**src/rtl/adc_seq_pkg.sv**
```systemverilog
package adc_seq_pkg;

    typedef enum logic [1:0] {
        ST_REACQ  = 2'd0,
        ST_IDLE   = 2'd1,
        ST_SAMPLE = 2'd2,
        ST_CONV   = 2'd3
    } seq_state_e;

    localparam int NUM_CH = 4;
    localparam int IDX_W  = 2;

    localparam logic [IDX_W-1:0] CH_U   = 2'd0;
    localparam logic [IDX_W-1:0] CH_V   = 2'd1;
    localparam logic [IDX_W-1:0] CH_W   = 2'd2;
    localparam logic [IDX_W-1:0] CH_AUX = 2'd3;

endpackage

```
**src/rtl/adc_chan_plan.sv**
```systemverilog
module adc_chan_plan
    import adc_seq_pkg::*;
(
    input  logic [NUM_CH-1:0] mask_i,
    input  logic [IDX_W-1:0]  cur_i,
    output logic [IDX_W-1:0]  first_o,
    output logic [IDX_W-1:0]  next_o,
    output logic              last_o
);

    logic got_first;
    logic got_next;

    always_comb begin
        first_o   = '0;
        got_first = 1'b0;
        for (int i = 0; i < NUM_CH; i++) begin
            if (mask_i[i] && !got_first) begin
                first_o   = IDX_W'(i);
                got_first = 1'b1;
            end
        end
    end

    always_comb begin
        next_o   = cur_i;
        got_next = 1'b0;
        for (int i = 0; i < NUM_CH; i++) begin
            if ((i > int'(cur_i)) && mask_i[i] && !got_next) begin
                next_o   = IDX_W'(i);
                got_next = 1'b1;
            end
        end
        last_o = !got_next;
    end

endmodule

```
**src/rtl/adc_result_bank.sv**
```systemverilog
module adc_result_bank
    import adc_seq_pkg::*;
#(
    parameter int RAW_W = 11,
    parameter int RES_W = 12
) (
    input  logic                          clk,
    input  logic                          rst_n,
    input  logic                          wr_en_i,
    input  logic [IDX_W-1:0]              wr_idx_i,
    input  logic [RAW_W-1:0]              raw_i,
    output logic [NUM_CH-1:0][RES_W-1:0]  res_o
);

    localparam int PAD_W = RES_W - RAW_W;

    logic [RES_W-1:0] formatted;

    assign formatted = {raw_i, {PAD_W{1'b0}}};

    for (genvar g = 0; g < NUM_CH; g++) begin : g_reg
        always_ff @(posedge clk) begin
            if (!rst_n) begin
                res_o[g] <= '0;
            end else if (wr_en_i && (wr_idx_i == IDX_W'(g))) begin
                res_o[g] <= formatted;
            end
        end
    end

endmodule

```
**src/rtl/adc_seq_ctrl.sv**
```systemverilog
module adc_seq_ctrl
    import adc_seq_pkg::*;
#(
    parameter int ACQ_CYCLES  = 20,
    parameter int CONV_CYCLES = 40
) (
    input  logic              clk,
    input  logic              rst_n,
    input  logic              start_i,
    input  logic              u_en_i,
    input  logic              aux_en_i,
    input  logic [1:0]        aux_sel_i,
    input  logic              irq_en_i,
    input  logic              stat_rd_i,
    input  logic [IDX_W-1:0]  first_i,
    input  logic [IDX_W-1:0]  next_i,
    input  logic              last_i,
    output logic [NUM_CH-1:0] mask_o,
    output logic [IDX_W-1:0]  cur_o,
    output logic [1:0]        aux_sel_o,
    output logic              busy_o,
    output logic              hold_o,
    output logic              wr_en_o,
    output logic              done_o
);

    localparam int CNT_MAX = (ACQ_CYCLES > CONV_CYCLES) ? ACQ_CYCLES : CONV_CYCLES;
    localparam int CNT_W   = $clog2(CNT_MAX + 1);
    localparam logic [CNT_W-1:0] ACQ_END  = CNT_W'(ACQ_CYCLES - 1);
    localparam logic [CNT_W-1:0] CONV_END = CNT_W'(CONV_CYCLES - 1);

    seq_state_e        state_q, state_d;
    logic [CNT_W-1:0]  cnt_q, cnt_d;
    logic              pend_q, pend_d;
    logic [NUM_CH-1:0] mask_q, mask_d;
    logic [1:0]        sel_q, sel_d;
    logic [IDX_W-1:0]  cur_q, cur_d;
    logic              done_q, done_d;
    logic              complete;
    logic              wr_slot;

    // next-state and datapath control
    always_comb begin
        state_d  = state_q;
        cnt_d    = cnt_q + 1'b1;
        pend_d   = pend_q;
        mask_d   = mask_q;
        sel_d    = sel_q;
        cur_d    = cur_q;
        complete = 1'b0;
        wr_slot  = 1'b0;
        unique case (state_q)
            ST_REACQ: begin
                if (start_i) begin
                    pend_d = 1'b1;
                end
                if (cnt_q == ACQ_END) begin
                    cnt_d = '0;
                    if (pend_q || start_i) begin
                        state_d = ST_SAMPLE;
                        pend_d  = 1'b0;
                        mask_d  = {aux_en_i, 1'b1, 1'b1, u_en_i};
                        sel_d   = aux_sel_i;
                    end else begin
                        state_d = ST_IDLE;
                    end
                end
            end
            ST_IDLE: begin
                cnt_d = '0;
                if (start_i) begin
                    state_d = ST_SAMPLE;
                    mask_d  = {aux_en_i, 1'b1, 1'b1, u_en_i};
                    sel_d   = aux_sel_i;
                end
            end
            ST_SAMPLE: begin
                if (cnt_q == ACQ_END) begin
                    cnt_d   = '0;
                    state_d = ST_CONV;
                    cur_d   = first_i;
                end
            end
            ST_CONV: begin
                if (cnt_q == CONV_END) begin
                    cnt_d   = '0;
                    wr_slot = 1'b1;
                    if (last_i) begin
                        state_d  = ST_REACQ;
                        complete = 1'b1;
                    end else begin
                        cur_d = next_i;
                    end
                end
            end
            default: begin
                state_d = ST_REACQ;
                cnt_d   = '0;
            end
        endcase
        if (complete && irq_en_i) begin
            done_d = 1'b1;
        end else if (stat_rd_i) begin
            done_d = 1'b0;
        end else begin
            done_d = done_q;
        end
    end

    // state register
    always_ff @(posedge clk) begin
        if (!rst_n) begin
            state_q <= ST_REACQ;
            cnt_q   <= '0;
            pend_q  <= 1'b0;
            mask_q  <= 4'b0110;
            sel_q   <= '0;
            cur_q   <= CH_V;
            done_q  <= 1'b0;
        end else begin
            state_q <= state_d;
            cnt_q   <= cnt_d;
            pend_q  <= pend_d;
            mask_q  <= mask_d;
            sel_q   <= sel_d;
            cur_q   <= cur_d;
            done_q  <= done_d;
        end
    end

    // outputs
    always_comb begin
        busy_o    = (state_q == ST_SAMPLE) || (state_q == ST_CONV);
        hold_o    = (state_q == ST_CONV);
        wr_en_o   = wr_slot;
        done_o    = done_q;
        mask_o    = mask_q;
        cur_o     = cur_q;
        aux_sel_o = sel_q;
    end

endmodule

```
**src/rtl/adc_group_sequencer.sv**
```systemverilog
module adc_group_sequencer
    import adc_seq_pkg::*;
#(
    parameter int ACQ_CYCLES  = 20,
    parameter int CONV_CYCLES = 40,
    parameter int RAW_W       = 11,
    parameter int RES_W       = 12
) (
    input  logic             clk,
    input  logic             rst_n,
    input  logic             start_i,
    input  logic             u_en_i,
    input  logic             aux_en_i,
    input  logic [1:0]       aux_sel_i,
    input  logic             irq_en_i,
    input  logic             stat_rd_i,
    input  logic [RAW_W-1:0] conv_data_i,
    output logic             busy_o,
    output logic             hold_o,
    output logic [2:0]       ch_sel_o,
    output logic             done_o,
    output logic [RES_W-1:0] res_u_o,
    output logic [RES_W-1:0] res_v_o,
    output logic [RES_W-1:0] res_w_o,
    output logic [RES_W-1:0] res_aux_o
);

    logic [NUM_CH-1:0]             mask;
    logic [IDX_W-1:0]              cur;
    logic [IDX_W-1:0]              first_idx;
    logic [IDX_W-1:0]              next_idx;
    logic                          last_ch;
    logic [1:0]                    aux_sel_q;
    logic                          wr_en;
    logic [NUM_CH-1:0][RES_W-1:0]  res_all;

    adc_seq_ctrl #(
        .ACQ_CYCLES  (ACQ_CYCLES),
        .CONV_CYCLES (CONV_CYCLES)
    ) u_ctrl (
        .clk       (clk),
        .rst_n     (rst_n),
        .start_i   (start_i),
        .u_en_i    (u_en_i),
        .aux_en_i  (aux_en_i),
        .aux_sel_i (aux_sel_i),
        .irq_en_i  (irq_en_i),
        .stat_rd_i (stat_rd_i),
        .first_i   (first_idx),
        .next_i    (next_idx),
        .last_i    (last_ch),
        .mask_o    (mask),
        .cur_o     (cur),
        .aux_sel_o (aux_sel_q),
        .busy_o    (busy_o),
        .hold_o    (hold_o),
        .wr_en_o   (wr_en),
        .done_o    (done_o)
    );

    adc_chan_plan u_plan (
        .mask_i  (mask),
        .cur_i   (cur),
        .first_o (first_idx),
        .next_o  (next_idx),
        .last_o  (last_ch)
    );

    adc_result_bank #(
        .RAW_W (RAW_W),
        .RES_W (RES_W)
    ) u_bank (
        .clk      (clk),
        .rst_n    (rst_n),
        .wr_en_i  (wr_en),
        .wr_idx_i (cur),
        .raw_i    (conv_data_i),
        .res_o    (res_all)
    );

    always_comb begin
        if (!hold_o) begin
            ch_sel_o = 3'd0;
        end else if (cur == CH_AUX) begin
            ch_sel_o = {1'b1, aux_sel_q};
        end else begin
            ch_sel_o = {1'b0, cur};
        end
    end

    assign res_u_o   = res_all[CH_U];
    assign res_v_o   = res_all[CH_V];
    assign res_w_o   = res_all[CH_W];
    assign res_aux_o = res_all[CH_AUX];

endmodule

```
**config.mk**
```make
export PLATFORM = sky130hd
export DESIGN_NAME = adc_group_sequencer
export DESIGN_NICKNAME = d
export VERILOG_FILES = /design/src/rtl/adc_seq_pkg.sv /design/src/rtl/adc_chan_plan.sv /design/src/rtl/adc_result_bank.sv /design/src/rtl/adc_seq_ctrl.sv /design/src/rtl/adc_group_sequencer.sv
export SDC_FILE = /design/constraint.sdc
export NUM_CORES = 1
export LEC_CHECK = 0
export CORE_MARGIN = 4
export CORE_UTILIZATION = 55
export CTS_CLUSTER_SIZE = 12
export DETAILED_ROUTE_END_ITERATION = 8
export DONT_BUFFER_PORTS = 1
export GPL_ROUTABILITY_DRIVEN = 0
export PLACE_DENSITY = 0.73
export SYNTH_ARGS = -nofsm -noshare
export SYNTH_HDL_FRONTEND = slang
export SYNTH_SLANG_ARGS = --single-unit
```
**constraint.sdc**
```tcl
create_clock -name clk -period 1.75 [get_ports clk]
set_input_delay 0.2625 -clock clk [delete_from_list [all_inputs] [get_ports clk]]
set_output_delay 0.2625 -clock clk [all_outputs]
set_load 0.01 [all_outputs]
```
==> impl_results.md, run 1 <==
* Endpoints failing hold at 0
* Core Area at roughly 4400 µm²
* Vias in the first global route at ~1800
* Worst skew pair latency at approximately 0.34 ns
* Clock sink total at 60
* Cells along the critical path: ha_4 > nand4b_4 > buf_6 > nor4_4 > buf_4 > mux2i_1 > nor2_1
* Post-DP Area at about 2700 µm²
* CP arrival at about 1.9 ns
* Leakage power at approximately 0.0011 µW
* Sequential Power Share at a little under half
* Post-route cell area at ~3000 µm²
* DR vias/cell at between 5 and 6
* Routed Antenna Nets at 0
* Max incr delay on CP at roughly 0.36 ns
* Int Power at between 2000 and 2500 µW
* Startpoint Class: flop
* Crit Path Max Fanout at 5
* Layout fillers at 343
* Switching Share at 26.14%
* Final Max Slew Viols at 0
* Diode count at 0
* Delay-heaviest family, CP: simple AND/OR/NAND/NOR gates
* Synth Cell Area at 2552 µm²
* Synth area leader: dfxtp_1
* Maxcap violations at 0
* Met2 Resource Use GR at approximately 28%
* Worst Path Required at 1.98 ns
* Min-delay worst type: in2reg
* Ys async rst share at 0%
* Synth unique cells at 44
* Final HPWL DP at approximately 4000 µm
* Post-synth EDFFs at 0
* Final setup viols at 0
* CP endpoint kind: flop
* Clock slew at reported path FFs at ~0.07 ns
* Die width at approximately 76 µm
* Sequential area share after synthesis at a little under half
* Post-Synthesis Cells at ~270
* I/O Pins at between 70 and 80
* Total Nets Final at 319
* Top cells by area, synth: dfxtp_1, mux2i_1, nor2_1, nand2_1, a21oi_1
* Clock Skew at 0.007131 ns
* Met3 GRT Util at roughly 8.9%
* DRT Wirelength at around 5500 µm
* Die area at between 5000 and 6000 µm²
* Drt wl/cell at about 16 µm
* Status: completed
* Combinational Power Share at ~12%
* CTS Buffer Depth at 2
* Period Utilization, post-route at a little over nine tenths
* Pre-Repair DR Iteration Count at 4
* IO Port Bufs at 0
* # DRC at 0
* Initial Util at slightly below 60%
* DRT iter0 DRCs at between 100 and 150
* Crit-path slowest cell: dfxtp_2
* Total Neg Setup Slack at 0 ns
* GR Overflow Total at 0
* WP buf/inv at 2
* Synth top area share at between 40% and 50%
* Commonest cells after routing, fill and taps aside: dfxtp_1, nor2_1, mux2i_1
* Vias after detailed routing at about 1900
* CTS buffer count at 9
* Peak supply drop at slightly below 0.6 mV
* Layout cells sized above 1 at 20.81%
* Area Growth Syn to Fin at 17.75%
* Synthesis-stage register bit count at 60
* Met1 usage at roughly a quarter
* Setup CP Type: reg2reg
* H-Tree Level Count at 3
* RSZ-0062 raised after global routing: true
* Tot GR Track Use at 19.28%
* Yosys warns at 0
* Tmin final at around 1.7 ns
* Row count at 24
* Largest net degree at the start of global routing at 36
* Max Fclk at ~600 MHz
* First-pass GRT wire length at approximately 9000 µm
* Synthesized area per cell at approximately 9.4 µm²
* CTS tree: yes
* Die height at between 70 and 80 µm
* Hold_buf cts at 0
* Most common cell after layout, fill and taps aside: dfxtp_1
* Clock power frac at between 40% and 50%
* Sw power at about 800 µW
* Primary FF master, synth: dfxtp_1
* Most Crowded Layer GR: met2
* Initial antenna violation count at 0
* CTS root buffer: clkbuf_8
* PwrDens at a little over 1000 nW/µm²
-- synthesized netlist by cell type, types with 2 or more instances --
| cell type | number |
|---|---|
| and3_1 | 2 |
| o21ai_0 | 6 |
| nor2_1 | 44 |
| a21oi_1 | 20 |
| clkbuf_1 | 6 |
| mux2i_1 | 36 |
| nand2_1 | 30 |
| buf_4 | 7 |
| dfxtp_1 | 60 |
| nand3b_1 | 2 |
| nor2b_1 | 3 |
| xnor2_1 | 2 |
| nand2b_1 | 4 |
| buf_2 | 4 |
| nand3_1 | 7 |
| ha_1 | 6 |
| inv_1 | 6 |
-- per-layer routing --
metal | vias to the layer above | routed length [µm] | share of wire (%)
met4 | 0 | 106 | 1.9
li1 | 961 | - | -
met2 | 70 | 2463 | 44
met5 | - | 0 | 0
met3 | 11 | 564 | 10
met1 | 868 | 2400 | 43
-- worst reg2reg max path, delay by kind of cell (launching register included) --
| kind | cells | cell delay [ns] |
|---|---|---|
| mux | 1 | 0.19 |
| flops | 1 | 0.36 |
| fa+ha+maj | 1 | 0.16 |
| buf+inv | 2 | 0.37 |
| simple gates | 3 | 0.52 |
-- cells by family after synthesis --
| kind of cell | count (synthesis) | synth area share (%) |
|---|---|---|
| compound gates | 39 | 10.20 |
| simple gates | 102 | 19.61 |
| mux | 36 | 14.12 |
| other cells | 1 | 0.1469 |
| flops | 60 | 47.06 |
| fa+ha+maj | 6 | 2.941 |
| buf+inv | 25 | 4.902 |
| xor+xnor | 3 | 1.030 |
-- layout make-up --
type	instances	area (µm²)	share of cell area, %
multi-input combinational	190	1291	42.96
tap	52	65.06	2.165
timing repair buffer	25	216.5	7.202
clock buffer	9	123.9	4.122
clock inverter	7	75.07	2.498
sequential	60	1207	40.17
inverter	7	26.28	0.8743
-- path summary, 6_finish.rpt --
| check | to | cells past startpoint | slack [ns] | startpoint |
|---|---|---|---|---|
| min | u_bank.res_o[4] | 2 | 0.06 | conv_data_i[3] |
| max reg2reg | u_bank.res_o[25] | 7 | 0.05 | u_ctrl.cnt_q[1] |
| max | u_bank.res_o[25] | 7 | 0.05 | u_ctrl.cnt_q[1] |
| min reg2reg | u_ctrl.cnt_q[0] | 1 | 0.44 | u_ctrl.cnt_q[0] |
-- flip-flops by register name, summed over array words and instances, names as in the netlist --
name and flops:
u_bank.res_o 44, u_ctrl.aux_sel_o 2, u_ctrl.cnt_q 6, u_ctrl.cur_o 2, u_ctrl.done_o 1, u_ctrl.mask_o 2, u_ctrl.pend_q 1, u_ctrl.state_q 2
-- power by group through the flow --
| stage | Sequential, µW | Combinational [µW] | Clock (µW) |
|---|---|---|---|
| floorplan | 1470 | 243 | 0 |
| global placement | 1470 | 335 | 0 |
| detailed placement | 1470 | 343 | 0 |
| CTS | 1440 | 346 | 1250 |
| global route | 1470 | 414 | 1330 |
| finish | 1460 | 371 | 1230 |
-- per-stage QoR --
step                      utilization [%]  std cells  hold WS, ns  worst slack, ns  power [µW]
after floorplan                         -        275       0.4030          0.01994        1709
after global placement              61.85        330       0.4058          0.01568        1804
after detailed placement            61.85        330       0.4105         -0.04064        1815
after CTS                           66.44        346      0.05308         0.001441        3041
after global routing                68.08        350      0.04003         -0.05902        3214
final                               68.08        350      0.06408          0.04559        3062
-- timing repair --
item,4_1_cts,5_1_grt
setup buffers,0,4
endpoints found under the setup margin,11,45
resized for setup,1,12
cloned,0,0
pin swaps,0,6
No activity file was read; power rests on OpenSTA's default activity.
==> inputs of run 2 (changes only) <==
- PLACE_DENSITY: 0.73 -> 0.7
- TNS_END_PERCENT: unset -> 1
- clock period: 1.75 -> 1.7 ns (I/O delays scaled with it)
==> impl_results.md, run 2 (synthesis gave the netlist of run 1 again) <==
* DR vias/cell at about 5.6
* RSZ-0062 raised after global routing: true
* Non-Filler Instances at ~340
* CTS tree: yes
* I/O Pins at 74
* Maxcap violations at 0
* Drt wl/cell at ~17 µm
* Core Area at between 4000 and 5000 µm²
* Final setup viols at 0
* Cells along the critical path: ha_4 > nand4b_4 > buf_4 > or4_4 > nand2_1 > a21oi_1
* IO Port Bufs at 0
* Commonest cells after routing, fill and taps aside: dfxtp_1, nor2_1, mux2i_1
* Diode count at 0
* Row count at 24
* CTS root buffer: clkbuf_8
* Worst skew pair latency at between 0.3 and 0.4 ns
* Vias after detailed routing at between 1500 and 2000
* Total Neg Setup Slack at 0 ns
* Area Growth Syn to Fin at 17.79%
* Pre-Repair DR Iteration Count at 5
* DRT Wirelength at ~5700 µm
* Leakage power at 0.001071 µW
* Register name with the most flops: u_bank.res_o
* CTS buffer count at 9
* Endpoints failing hold at 0
* DRT iter0 DRCs at ~100
* Layout cells sized above 1 at 19.18%
* Die height at between 70 and 80 µm
* Max Fclk at a little over 600 MHz
* Clock sink total at 60
* PwrDens at ~1100 nW/µm²
* Status: completed
* Final Max Slew Viols at 0
* Initial antenna violation count at 0
* Total Nets Final at between 300 and 400
* Die area at about 5800 µm²
* Peak supply drop at roughly 0.7 mV
* Startpoint Class: flop
* Largest net degree at the start of global routing at slightly above 40
* Clock slew at reported path FFs at 0.07 ns
* Worst Path Required at about 1.9 ns
* CP arrival at around 1.9 ns
* CTS Buffer Depth at 2
* Max incr delay on CP at 0.56 ns
* Final HPWL DP at 4096 µm
* Clock Skew at ~0.0096 ns
* DP Cell Count at 326
* Period Utilization, post-route at a little over nine tenths
* Top Registers: u_bank.res_o x44, u_ctrl.cnt_q x6
* Crit Path Max Fanout at 11
* Max reg flops at 44
* Routed Antenna Nets at 0
* Layout fillers at 342
* Tot GR Track Use at ~20%
* Most common cell after layout, fill and taps aside: dfxtp_1
* GR Overflow Total at 0
* Die width at about 76 µm
* Vias in the first global route at around 1900
* Tmin final at between 1.5 and 2 ns
* # DRC at 0
* Initial Util at 57.82%
* First-pass GRT wire length at between 9000 and 10000 µm
* H-Tree Level Count at 3
* Crit-path slowest cell: or4_4
* Min-delay worst type: in2reg
* CP endpoint kind: flop
* Hold_buf cts at 0
* Final Util at about two thirds
* Setup CP Type: reg2reg
==> run 2: cell count changes in the layout (fill, tap and decap cells not counted), sizes merged <==
cell / previous run / this run
buf: 25 / 19
clkinv: 4 / 1
clkinvlp: 0 / 3
inv: 9 / 7
bufinv: 1 / 2
clkbuf: 9 / 10
==> run 2: power by group <==
group / internal [µW] / switching, µW
combinational: 165 / 188
clock: 861 / 561
sequential: 1450 / 49.7
==> run 2: through the flow <==
step | setup WS (ns) | power [µW] | instance area, µm² | hold slack (ns)
6_report | 0.05989 | 3278 | 3007 | 0.05130
2_1_floorplan | 0.03670 | 1759 | 2569 | 0.3955
5_1_grt | -0.04135 | 3437 | 3007 | 0.02944
4_1_cts | -0.007797 | 3299 | 2969 | 0.03709
3_5_place_dp | -0.1386 | 1849 | 2725 | 0.4026
3_3_place_gp | -0.04990 | 1843 | 2725 | 0.4002
==> run 2: per-layer routing <==
layer  GRT usage (%)  share of wire (%)  vias to the layer above
met4           7.867                1.7                        0
met1           25.78                 45                      905
li1                -                  -                      944
met3           9.574                9.6                        9
met5               0                  0                        -
met2           29.28                 43                       63
==> run 2: final cells by class <==
type	count	area (µm²)	area share, %
Clock inverter	6	87.58	2.913
Sequential cell	60	1206	40.12
Tap cell	52	65.06	2.164
Timing Repair Buffer	19	192.7	6.409
Clock buffer	10	137.6	4.578
Multi-Input combinational cell	190	1291	42.95
Inverter	7	26.28	0.8739
==> run 2: final timing paths <==
check / cells after the start / end / startpoint / slack [ns]
worst min register to register: 1 / u_ctrl.cnt_q[0] / u_ctrl.cnt_q[0] / 0.44
worst min-delay path: 2 / u_bank.res_o[7] / conv_data_i[6] / 0.05
worst max-delay path: 6 / u_bank.res_o[10] / u_ctrl.cnt_q[1] / 0.06
worst max register to register: 6 / u_bank.res_o[10] / u_ctrl.cnt_q[1] / 0.06
==> run 2: critical path: cells and delay by family (launching register included) <==
kind | cells | cell delay [ns]
AO/OA/AOI/OAI | 1 | 0.07
adder cells (fa/ha/maj) | 1 | 0.17
buffers and inverters | 1 | 0.16
flip-flops | 1 | 0.35
AND/OR/NAND/NOR | 3 | 0.79
==> run 2: timing repair <==
| action | 4_1_cts | 5_1_grt |
|---|---|---|
| endpoints found under the setup margin | 49 | 39 |
| resized for setup | 5 | 6 |
| setup buffers | 0 | 2 |
| pin swaps | 0 | 2 |
